File: src/rtl/ce_pkg.sv
// Shared definitions for the chunked copy engine.
// Assumes a 32-bit configuration word whose field positions are fixed
// because the channel controller decodes the same word.
package ce_pkg;

    localparam int CFG_W          = 32;
    localparam int CFG_REPEAT_BIT = 2;
    localparam int CFG_ORDER_BIT  = 3;
    localparam int CFG_WSZ_LSB    = 24;
    localparam int CFG_RSZ_LSB    = 28;
    localparam int SZ_FLD_W       = 4;

    typedef enum logic [1:0] {
        ST_IDLE  = 2'd0,
        ST_READ  = 2'd1,
        ST_WRITE = 2'd2
    } ce_state_e;

endpackage

File: src/rtl/ce_size_decode.sv
// Turns a log2 size field into a chunk length in bytes.
// The exponent is clamped to MAX_LOG, so the length never exceeds the
// internal buffer. Purely combinational.
module ce_size_decode #(
    parameter int MAX_LOG = 6,
    localparam int LEN_W = MAX_LOG + 1
) (
    input  logic [3:0]       size_fld,
    output logic [LEN_W-1:0] chunk_len
);
    localparam logic [3:0] CAP = 4'(MAX_LOG);

    logic [3:0] expo;

    // clamp the exponent and form the power of two
    always_comb begin
        expo      = (size_fld > CAP) ? CAP : size_fld;
        chunk_len = LEN_W'(1) << expo;
    end
endmodule

File: src/rtl/ce_xfer_fsm.sv
// Request sequencer: issues one read then one write per chunk and holds
// each request until it is acknowledged.
// Assumes cur_len, last and the addresses stay stable within a chunk.
// That holds because the owner only updates them on a write acknowledge.
// Read data arrives together with the read acknowledge.
module ce_xfer_fsm
    import ce_pkg::*;
#(
    parameter int ADDR_W = 32,
    parameter int MAX_LOG = 6,
    localparam int LEN_W = MAX_LOG + 1,
    localparam int BUF_BYTES = 1 << MAX_LOG,
    localparam int BUF_W = 8 * BUF_BYTES
) (
    input  logic              clk,
    input  logic              rst_n,
    input  logic              launch,
    input  logic [LEN_W-1:0]  cur_len,
    input  logic              last,
    input  logic [ADDR_W-1:0] src_addr,
    input  logic [ADDR_W-1:0] dst_addr,
    input  logic              mem_req_ready,
    input  logic [BUF_W-1:0]  mem_rdata,
    output logic              mem_req_valid,
    output logic              mem_req_write,
    output logic [ADDR_W-1:0] mem_req_addr,
    output logic [LEN_W-1:0]  mem_req_len,
    output logic [BUF_W-1:0]  mem_req_wdata,
    output logic              step,
    output logic              busy
);
    ce_state_e state_q;
    logic      rd_ack;

    assign rd_ack        = (state_q == ST_READ) && mem_req_ready;
    assign step          = (state_q == ST_WRITE) && mem_req_ready;
    assign busy          = (state_q != ST_IDLE);
    assign mem_req_valid = busy;
    assign mem_req_write = (state_q == ST_WRITE);
    assign mem_req_addr  = mem_req_write ? dst_addr : src_addr;
    assign mem_req_len   = cur_len;

    // sequence read and write phases chunk by chunk
    always_ff @(posedge clk) begin
        if (!rst_n) begin
            state_q <= ST_IDLE;
        end else begin
            case (state_q)
                ST_IDLE:  if (launch) state_q <= ST_READ;
                ST_READ:  if (mem_req_ready) state_q <= ST_WRITE;
                ST_WRITE: if (mem_req_ready) state_q <= last ? ST_IDLE : ST_READ;
                default:  state_q <= ST_IDLE;
            endcase
        end
    end

    for (genvar g = 0; g < BUF_BYTES; g++) begin : g_lane
        logic [7:0] byte_q;
        // capture one byte lane of read data, zero beyond the chunk length
        always_ff @(posedge clk) begin
            if (!rst_n) begin
                byte_q <= 8'h00;
            end else if (rd_ack) begin
                byte_q <= (LEN_W'(g) < cur_len) ? mem_rdata[g*8 +: 8] : 8'h00;
            end
        end
        assign mem_req_wdata[g*8 +: 8] = byte_q;
    end


    req_hold_chk: assert property (@(posedge clk) disable iff (!rst_n)
        mem_req_valid && !mem_req_ready |=> mem_req_valid && $stable(mem_req_addr)
            && $stable(mem_req_len) && $stable(mem_req_write));


    write_after_read_chk: assert property (@(posedge clk) disable iff (!rst_n)
        rd_ack |=> mem_req_valid && mem_req_write);


    len_range_chk: assert property (@(posedge clk) disable iff (!rst_n)
        mem_req_valid |-> (mem_req_len != '0) && (mem_req_len <= LEN_W'(BUF_BYTES)));
endmodule

File: src/rtl/chunk_copy_engine.sv
// Executes one copy descriptor: latches staged values into working
// registers, drives the request sequencer chunk by chunk and reports
// done or error. Assumes start_i is a single-cycle pulse from the
// channel controller. Starts while busy are dropped.
module chunk_copy_engine
    import ce_pkg::*;
#(
    parameter int ADDR_W = 32,
    parameter int CNT_W = 32,
    parameter int MAX_LOG = 6,
    localparam int LEN_W = MAX_LOG + 1,
    localparam int BUF_W = 8 << MAX_LOG
) (
    input  logic              clk,
    input  logic              rst_n,
    input  logic              start_i,
    input  logic [31:0]       cfg_i,
    input  logic [CNT_W-1:0]  bytes_i,
    input  logic [ADDR_W-1:0] src_i,
    input  logic [ADDR_W-1:0] dst_i,
    output logic              busy_o,
    output logic              done_o,
    output logic              err_o,
    output logic [31:0]       exec_cfg_o,
    output logic [CNT_W-1:0]  exec_bytes_o,
    output logic [ADDR_W-1:0] exec_src_o,
    output logic [ADDR_W-1:0] exec_dst_o,
    output logic              mem_req_valid_o,
    output logic              mem_req_write_o,
    output logic [ADDR_W-1:0] mem_req_addr_o,
    output logic [LEN_W-1:0]  mem_req_len_o,
    output logic [BUF_W-1:0]  mem_req_wdata_o,
    input  logic              mem_req_ready_i,
    input  logic [BUF_W-1:0]  mem_rdata_i
);
    logic [CFG_W-1:0]  exec_cfg_q;
    logic [CNT_W-1:0]  exec_bytes_q, base_bytes_q;
    logic [ADDR_W-1:0] exec_src_q, exec_dst_q, base_src_q, base_dst_q;
    logic              done_q, err_q;

    logic              busy, step, last;
    logic              start_ok, zero_req, size_bad, copy_go;
    logic [LEN_W-1:0]  run_chunk, cur_len;
    logic [CNT_W-1:0]  chunk_wide;

    assign start_ok = start_i && !busy;
    assign zero_req = (bytes_i == '0);
    assign size_bad = cfg_i[CFG_RSZ_LSB +: SZ_FLD_W] != cfg_i[CFG_WSZ_LSB +: SZ_FLD_W];
    assign copy_go  = start_ok && !zero_req && !size_bad;

    ce_size_decode #(.MAX_LOG(MAX_LOG)) u_run_size (
        .size_fld  (exec_cfg_q[CFG_WSZ_LSB +: SZ_FLD_W]),
        .chunk_len (run_chunk)
    );

    // length of the current chunk: full chunk or the trailing remainder
    always_comb begin
        chunk_wide = CNT_W'(run_chunk);
        cur_len    = (exec_bytes_q >= chunk_wide) ? run_chunk : exec_bytes_q[LEN_W-1:0];
        last       = (exec_bytes_q == CNT_W'(cur_len));
    end

    ce_xfer_fsm #(.ADDR_W(ADDR_W), .MAX_LOG(MAX_LOG)) u_fsm (
        .clk           (clk),
        .rst_n         (rst_n),
        .launch        (copy_go),
        .cur_len       (cur_len),
        .last          (last),
        .src_addr      (exec_src_q),
        .dst_addr      (exec_dst_q),
        .mem_req_ready (mem_req_ready_i),
        .mem_rdata     (mem_rdata_i),
        .mem_req_valid (mem_req_valid_o),
        .mem_req_write (mem_req_write_o),
        .mem_req_addr  (mem_req_addr_o),
        .mem_req_len   (mem_req_len_o),
        .mem_req_wdata (mem_req_wdata_o),
        .step          (step),
        .busy          (busy)
    );

    // load, advance and optionally restore the working registers
    always_ff @(posedge clk) begin
        if (!rst_n) begin
            exec_cfg_q   <= '0;
            exec_bytes_q <= '0;
            exec_src_q   <= '0;
            exec_dst_q   <= '0;
            base_bytes_q <= '0;
            base_src_q   <= '0;
            base_dst_q   <= '0;
        end else if (copy_go) begin
            exec_cfg_q   <= cfg_i;
            exec_bytes_q <= bytes_i;
            exec_src_q   <= src_i;
            exec_dst_q   <= dst_i;
            base_bytes_q <= bytes_i;
            base_src_q   <= src_i;
            base_dst_q   <= dst_i;
        end else if (step) begin
            if (last && exec_cfg_q[CFG_REPEAT_BIT]) begin
                exec_bytes_q <= base_bytes_q;
                exec_src_q   <= base_src_q;
                exec_dst_q   <= base_dst_q;
            end else begin
                exec_bytes_q <= exec_bytes_q - CNT_W'(cur_len);
                exec_src_q   <= exec_src_q + ADDR_W'(cur_len);
                exec_dst_q   <= exec_dst_q + ADDR_W'(cur_len);
            end
        end
    end

    // completion status: cleared on accepted start, set by outcome
    always_ff @(posedge clk) begin
        if (!rst_n) begin
            done_q <= 1'b0;
            err_q  <= 1'b0;
        end else if (start_ok) begin
            done_q <= zero_req;
            err_q  <= !zero_req && size_bad;
        end else if (step && last) begin
            done_q <= 1'b1;
        end
    end

    assign busy_o       = busy;
    assign done_o       = done_q;
    assign err_o        = err_q;
    assign exec_cfg_o   = exec_cfg_q;
    assign exec_bytes_o = exec_bytes_q;
    assign exec_src_o   = exec_src_q;
    assign exec_dst_o   = exec_dst_q;


    zero_done_chk: assert property (@(posedge clk) disable iff (!rst_n)
        start_i && !busy_o && (bytes_i == '0) |=> done_o && !err_o && !busy_o && !mem_req_valid_o);


    mismatch_err_chk: assert property (@(posedge clk) disable iff (!rst_n)
        start_i && !busy_o && (bytes_i != '0) && (cfg_i[31:28] != cfg_i[27:24])
            |=> err_o && !done_o && !busy_o && !mem_req_valid_o);


    status_excl_chk: assert property (@(posedge clk) disable iff (!rst_n)
        !(done_o && err_o) && !(busy_o && (done_o || err_o)));


    busy_start_ignored_chk: assert property (@(posedge clk) disable iff (!rst_n)
        busy_o && start_i |=> $stable(exec_cfg_o) && !done_o && !err_o);


    repeat_restore_chk: assert property (@(posedge clk) disable iff (!rst_n)
        step && last && exec_cfg_o[CFG_REPEAT_BIT] |=> exec_bytes_o == $past(base_bytes_q)
            && exec_src_o == $past(base_src_q) && exec_dst_o == $past(base_dst_q));
endmodule

File: config.mk
export PLATFORM = sky130hd
export DESIGN_NAME = chunk_copy_engine
export DESIGN_NICKNAME = d
export VERILOG_FILES = /design/src/rtl/ce_pkg.sv /design/src/rtl/ce_size_decode.sv /design/src/rtl/ce_xfer_fsm.sv /design/src/rtl/chunk_copy_engine.sv
export SDC_FILE = /design/constraint.sdc
export NUM_CORES = 2
export LEC_CHECK = 0
export BUFFER_PORTS_ARGS = -buffer_cell sky130_fd_sc_hd__buf_4
export CAP_MARGIN = 20
export CORE_AREA = 2 2 515 517
export DETAILED_ROUTE_END_ITERATION = 6
export DIE_AREA = 0 0 517 519
export HOLD_SLACK_MARGIN = 0.03
export SLEW_MARGIN = 5
export SYNTH_ARGS = -nofsm -noshare
export SYNTH_HDL_FRONTEND = slang
export SYNTH_SLANG_ARGS = --single-unit
File: constraint.sdc
create_clock -name clk -period 8.6 [get_ports clk]
set_input_delay 0.86 -clock clk [delete_from_list [all_inputs] [get_ports clk]]
set_output_delay 0.86 -clock clk [all_outputs]
set_load 0.05 [all_outputs]
==> Word level (Yosys, flattened, before mapping) <==
Index checks and enable logic that the tools add are counted.
{ "word_totals": {"regBits": 740, "elab_cells": 251, "input_bits": 644, "output_inout_bits": 684} }
{ "classes": {"n_reduce_logical": 17, "addsub": 3, "order_cmp": 66, "shifts": 1, "n_mux": 83, "eq_ne": 7} }
{ "op_table": {"columns": ["operator", "count"], "rows": [
  ["2-to-1 mux 8 bit", 64],
  ["2-to-1 mux 32 bit", 10],
  ["less-than comparator 6 x 7 -> 1 bit, first input constant", 32],
  ["less-than comparator 5 x 7 -> 1 bit, first input constant", 16],
  ["adder 32 x 7 -> 32 bit", 2],
  ["less-than comparator 4 x 7 -> 1 bit, first input constant", 8],
  ["== test 32 x 7 -> 1 bit", 1],
  ["greater-or-equal comparator 32 x 7 -> 1 bit", 1],
  ["logical NOT 32 bit", 1],
  ["subtractor 32 x 7 -> 32 bit", 1],
  ["less-than comparator 3 x 7 -> 1 bit, first input constant", 4],
  ["less-than comparator 1 x 7 -> 1 bit, first input constant", 2],
  ["less-than comparator 2 x 7 -> 1 bit, first input constant", 2],
  ["logical AND 1 bit", 8],
  ["2-to-1 mux 7 bit", 1],
  ["<< shifter 1 x 4 -> 7 bit, first input constant", 1],
  ["2-to-1 mux 2 bit", 3],
  ["!= test 2 bit, second input constant", 3],
  ["case mux 2 bit (3 select lines)", 1],
  ["nonzero test 2 bit", 3],
  ["greater-than comparator 4 x 3 -> 1 bit, second input constant", 1],
  ["2-to-1 mux 4 bit", 1],
  ["!= test 4 bit", 1],
  ["logical NOT 1 bit", 3],
  ["5 further kinds", 7]
]} }

==> Depth between registers and ports, before layout <==
{ "depth": {"ltp_word": 10, "ltp_mapped": 25, "depth_no_buf": 23} }

==> By module <==
From an unflattened synthesis, not the netlist that was laid out.
{ "hier_totals": {"cells_unflattened": 3917, "hier_area_um2": 33090.5} }
{ "by_module_without_submodules": {"columns": ["module", "cells_per_inst", "seq_area_each_um2", "area_each_um2", "instances"], "rows": [
  ["ce_xfer_fsm", 2308, 10289.9, 20713.6, 1],
  ["chunk_copy_engine", 1602, 4524.3, 12310.6, 1],
  ["ce_size_decode", 7, 0.0, 66.3, 1]
]} }

==> Least setup slack after synthesis <==
OpenSTA, ideal clock, no wires.
{ "synth_path": {"path_kind": "register -> register", "from": "reg exec_cfg_q[26] (netlist: exec_cfg_o[26])", "to": "reg exec_bytes_q[26] (netlist: exec_bytes_o[26])", "stages_incl_launch_ff": 23, "t_arrival_ps": 6341, "slack_ps": 2143, "required_ps": 8483, "synth_period_minus_slack_ps": 6457, "setup_ps": 117, "n_path_buf": 2, "path_cell_list": "dfxtp_1 clkbuf_1 nand2_1 nor2_1 inv_1 ha_1 a21o_1 a211oi_1 o31a_1 nand2_4 clkbuf_1 o21ai_1 ha_1 inv_1 fa_1 and2_1 a221oi_2 o211ai_1 a31oi_1 o21ai_1 nor4_2 a21oi_1 o22a_1"} }
{ "synth_via": {"elab_chain_cells": 10, "elab_cells_between_ends": 11, "cone_classes": "1 x add/sub; 2 x order compare; 1 x eq/ne; 1 x shift; 5 x mux; 1 x reduce/logical"} }
{ "synth_lines": {"columns": ["element", "line", "source"], "rows": [
  ["from (decl)", "chunk_copy_engine.sv:36", "logic [CFG_W-1:0] exec_cfg_q;"],
  ["from (signal assigned)", "chunk_copy_engine.sv:93", "exec_cfg_q <= cfg_i;"],
  ["greater-than comparator 4 x 3 -> 1 bit", "ce_size_decode.sv:17", "expo = (size_fld > CAP) ? CAP : size_fld;"],
  ["2-to-1 mux 4 bit (*)", "ce_size_decode.sv:17", null],
  ["<< shifter 1 x 4 -> 7 bit (*)", "ce_size_decode.sv:18", "chunk_len = LEN_W'(1) << expo;"],
  ["greater-or-equal comparator 32 x 7 -> 1 bit", "chunk_copy_engine.sv:59", "cur_len = (exec_bytes_q >= chunk_wide) ? run_chunk : exec_bytes_q[LEN_W-1:0];"],
  ["2-to-1 mux 7 bit (*)", "chunk_copy_engine.sv:59", null],
  ["named net mem_req_len_o[0]", "chunk_copy_engine.sv:31", "output logic [LEN_W-1:0] mem_req_len_o,"],
  ["parallel branches: the longest is 2 deep, another holds subtractor 32 x 7 -> 32 bit", null, null],
  ["2-to-1 mux 32 bit (*)", "chunk_copy_engine.sv:101", "if (last && exec_cfg_q[CFG_REPEAT_BIT]) begin"],
  ["2-to-1 mux 32 bit (*)", "chunk_copy_engine.sv:100", "end else if (step) begin"],
  ["2-to-1 mux 32 bit (*)", "chunk_copy_engine.sv:92", "end else if (copy_go) begin"],
  ["to (signal assigned)", "chunk_copy_engine.sv:94", "exec_bytes_q <= bytes_i;"],
  ["to (signal assigned)", "chunk_copy_engine.sv:102", "exec_bytes_q <= base_bytes_q;"],
  ["to (signal assigned)", "chunk_copy_engine.sv:106", "exec_bytes_q <= exec_bytes_q - CNT_W'(cur_len);"],
  ["to (decl)", "chunk_copy_engine.sv:37", "logic [CNT_W-1:0] exec_bytes_q, base_bytes_q;"]
]} }
Mark *: on every way through the listed nets, which the timed path passes. The select of a mux whose other input is x is not followed.
A chain may end at the register's enable or synchronous reset.

==> Worst setup path in the final report <==
{ "layout_path": {"from": "reg exec_cfg_q[25] (netlist: exec_cfg_o[25])", "to": "reg exec_dst_q[14] (netlist: exec_dst_o[14])"} }
{ "layout_via": {"elab_chain_cells": 10, "elab_cells_between_ends": 11, "cone_classes": "1 x add/sub; 2 x order compare; 1 x eq/ne; 1 x shift; 5 x mux; 1 x reduce/logical"} }
{ "layout_lines": {"columns": ["element", "line", "source"], "rows": [
  ["greater-than comparator 4 x 3 -> 1 bit", "ce_size_decode.sv:17", null],
  ["2-to-1 mux 4 bit (*)", "ce_size_decode.sv:17", null],
  ["<< shifter 1 x 4 -> 7 bit (*)", "ce_size_decode.sv:18", null],
  ["greater-or-equal comparator 32 x 7 -> 1 bit", "chunk_copy_engine.sv:59", null],
  ["2-to-1 mux 7 bit (*)", "chunk_copy_engine.sv:59", null],
  ["parallel branches: the longest is 2 deep, another holds adder 32 x 7 -> 32 bit", null, null],
  ["2-to-1 mux 32 bit (*)", "chunk_copy_engine.sv:101", null],
  ["2-to-1 mux 32 bit (*)", "chunk_copy_engine.sv:100", null],
  ["2-to-1 mux 32 bit (*)", "chunk_copy_engine.sv:92", null],
  ["to (signal assigned)", "chunk_copy_engine.sv:96", "exec_dst_q <= dst_i;"],
  ["to (signal assigned)", "chunk_copy_engine.sv:104", "exec_dst_q <= base_dst_q;"],
  ["to (signal assigned)", "chunk_copy_engine.sv:108", "exec_dst_q <= exec_dst_q + ADDR_W'(cur_len);"],
  ["to (decl)", "chunk_copy_engine.sv:38", "logic [ADDR_W-1:0] exec_src_q, exec_dst_q, base_src_q, base_dst_q;"]
]} }
Every way passes the cells marked *. The select of a mux whose other input is x is not followed.

==> results.json <==
{
  "status": "completed",
  "root_buffer": "clkbuf_16",
  "syn_inst": 3652,
  "htreeDepth": 3,
  "multi_input_area_sq_mm": 0.0144,
  "slew_violations": 0,
  "rows": 189,
  "grt_first_pass_wirelength_um": 337000,
  "grt_overflow": 0,
  "final_nets": 5559,
  "grt_use_total_pct": 19.0,
  "die_x_um": 517,
  "worst-endpoint-required_ps": 9180,
  "drc_errors": 0,
  "crit_arrival_ps": 7410,
  "ant_nets": 0,
  "ys_ff_latch": 740,
  "maxCapViolCount": 0,
  "finalSetupTns_ps": 0,
  "post_cts.repair.setup_buffers": 0,
  "layout-drive-gt1-share_pct": 33.3,
  "synth_top_cell_area_share_pct": 49.0,
  "cts_buffers": 99,
  "first_iter_violations": 3682,
  "crit_path_cell_trace": "nor2_1, nand2_1, nor2_1, inv_1, ha_1, a21o_1, a211oi_1, o31ai_4, nor2_4, nand2_1, o21ai_2, inv_1, ha_1, nand4_1, a2111oi_4, buf_4, buf_4, nand2_1, nand2_1, o21ai_0, o31ai_1, a21oi_1, a2111oi_0",
  "finClkSkew_ps": 46.5,
  "cp_common_cell": "nand2_1",
  "synthMostInstantiatedCell": "dfxtp_1",
  "layout_min_cycle_time_ps": 6840,
  "viasPerCell": 4.10,
  "cts_tree": "yes",
  "cts_sinks": 740,
  "cp_slowest_stage_delay_ps": 580,
  "end_kind": "flip-flop",
  "cts.reportedPaths.clkPinSlew_ps": 70,
  "syn_avg_cell_area_sq_um": 8.28,
  "firstDrtPassIters": 7,
  "rsz0062_at_grt": "no",
  "initial_core_util_pct": 11.5,
  "synth.area.top_cells": "dfxtp_1, a22oi_1, nor2_1, nand2_1, a21oi_1",
  "clockBufferDepth": 3,
  "cpMaxStageDelayCell": "buf_4",
  "max-slew-margin-rel_pct": 14.5,
  "dieArea_sq_mm": 0.268,
  "fmax_ghz": 0.146,
  "yosys.cell_types.count": 93,
  "grt_start_max_net_pins": 166,
  "n_fill_cell": 29922,
  "cp-start-kind": "flip-flop",
  "syn_area_sq_mm": 0.0302,
  "insertion_delay_ps": 730,
  "worst_pin_slew_ps": 1270,
  "vdd_drop_max_mv": 0.147,
  "routedWlPerCell_um": 31.3,
  "ctsResizeCount": 0,
  "gp_congestion": 0.985,
  "die_h_um": 519,
  "core_sq_mm": 0.263,
  "fin_crit_sh_pct": 79.5,
  "routed_wl_um": 268000,
  "io_pins": 1328,
  "ctsHoldBuffers": 0,
  "crit_buf_inv": 4,
  "critPathTopFamily": "compound AO/OA/AOI/OAI gates",
  "vias": 35102,
  "io_buffers": 1327,
  "min_path_type": "input pin to flip-flop",
  "synth_top_area_cell": "dfxtp_1",
  "path_max_fanout": 44,
  "place_hpwl_um": 223000,
  "antenna_found_initial": 117,
  "synth_nets": 4317,
  "area.growth.synth_to_final_pct": 59.2,
  "critical_path_class": "flip-flop to flip-flop",
  "async_reset_ff_share_pct": 0,
  "synth_edf_count": 0,
  "hold_ws_ps": 355,
  "grt_pass1_vias": 32675,
  "power_density_mw_per_mm2": 225,
  "post-route-util_pct": 18.3,
  "seq_area_sq_mm": 0.0148,
  "power_leakage_nw": 18.9,
  "yosys_warnings": 0,
  "synth_commonest_cells": "dfxtp_1, nor2_1, nand2_1",
  "ys_seq_area_share_pct": 49.0,
  "setup_viol": 0,
  "ys.flop_type": "dfxtp_1",
  "finalHoldViolCount": 0
}
registers in the layout, summed over array words and instances, names as in the netlist, 2 cells and up:
name	count
u_fsm.state_q	2
exec_bytes_o	32
base_bytes_q	32
exec_src_o	32
exec_dst_o	32
base_src_q	32
base_dst_q	32
u_fsm.g_lane.byte_q	512
exec_cfg_o	32
cell usage in the layout, fill, tap and decap left out, types with 28 or more instances in the layout:
master,instances
buf_4,1398
a22oi_1,473
nand3_1,86
nor2_1,622
diode_2,54
dfxtp_1,740
a21oi_1,345
inv_1,44
clkbuf_16,99
o21ai_0,118
nand2_1,478
nor3_1,28
through the flow:
step	setup slack [ps]	total power, mW	area (sq um)	instances
final	1760	10.8	48100	8566
after global routing	1170	11.2	48100	8553
after CTS	1810	11.0	48000	8509
after detailed placement	1860	6.23	44300	8323
after global placement	1890	6.24	44300	8322
after floorplan	2140	4.95	30200	3652
tightest hold or removal path, delay by kind of cell:
kind,cells,cell delay (ps)
AOI/OAI and AO/OA,1,50
and+or+nand+nor,1,70
buffers and inverters,1,80
worst paths after layout:
check                                   start                                 endpoint  slack [ps]  depth (start not counted)
hold reg to reg   base_dst_q[30]$_SDFFE_PN0P_              base_dst_q[30]$_SDFFE_PN0P_         450                          2
hold / removal               mem_rdata_i[488]  u_fsm.g_lane[61].byte_q[0]$_SDFFE_PN0P_         360                          3
setup / recovery  exec_cfg_o[25]$_SDFFE_PN0P_              exec_dst_o[14]$_SDFFE_PN0P_        1760                         23
setup reg to reg  exec_cfg_o[25]$_SDFFE_PN0P_              exec_dst_o[14]$_SDFFE_PN0P_        1760                         23
cell type report:
cell class | count | share of cell area [%]
repair buffers | 1401 | 21.9
clock inverters | 63 | 1.91
flip-flops and latches | 740 | 30.8
diodes | 54 | 0.281
clock buffers | 123 | 5.71
multi-input cells | 2601 | 29.8
well taps | 3533 | 9.18
inverters | 51 | 0.418
cells by family (layout without fill, tap and decap cells):
family                   after synthesis  count (layout)  synth area share, %
multiplexers                          17              17                0.571
AO/OA/AOI/OAI                       1172            1172                 25.9
buffers and inverters                311            1638                 3.94
flip-flops                           740             740                 49.0
XOR/XNOR                              27              27                0.782
AND/OR/NAND/NOR                     1359            1359                 18.7
other                                  0              54                    0
adder cells (fa/ha/maj)               26              26                 1.11
report_power, final:
group / internal (mW) / switching [mW]
clock: 2.80 / 1.89
combinational: 0.713 / 1.78
sequential: 3.51 / 0.134
layer usage:
| layer | track usage, % | part of all wire [%] |
|---|---|---|
| met5 | 0 | 0.17 |
| met1 | 20.5 | 36 |
| met4 | 9.17 | 4.7 |
| met2 | 30.1 | 46 |
| met3 | 10.3 | 14 |
Note: power is estimated with default switching activity, not from simulation.
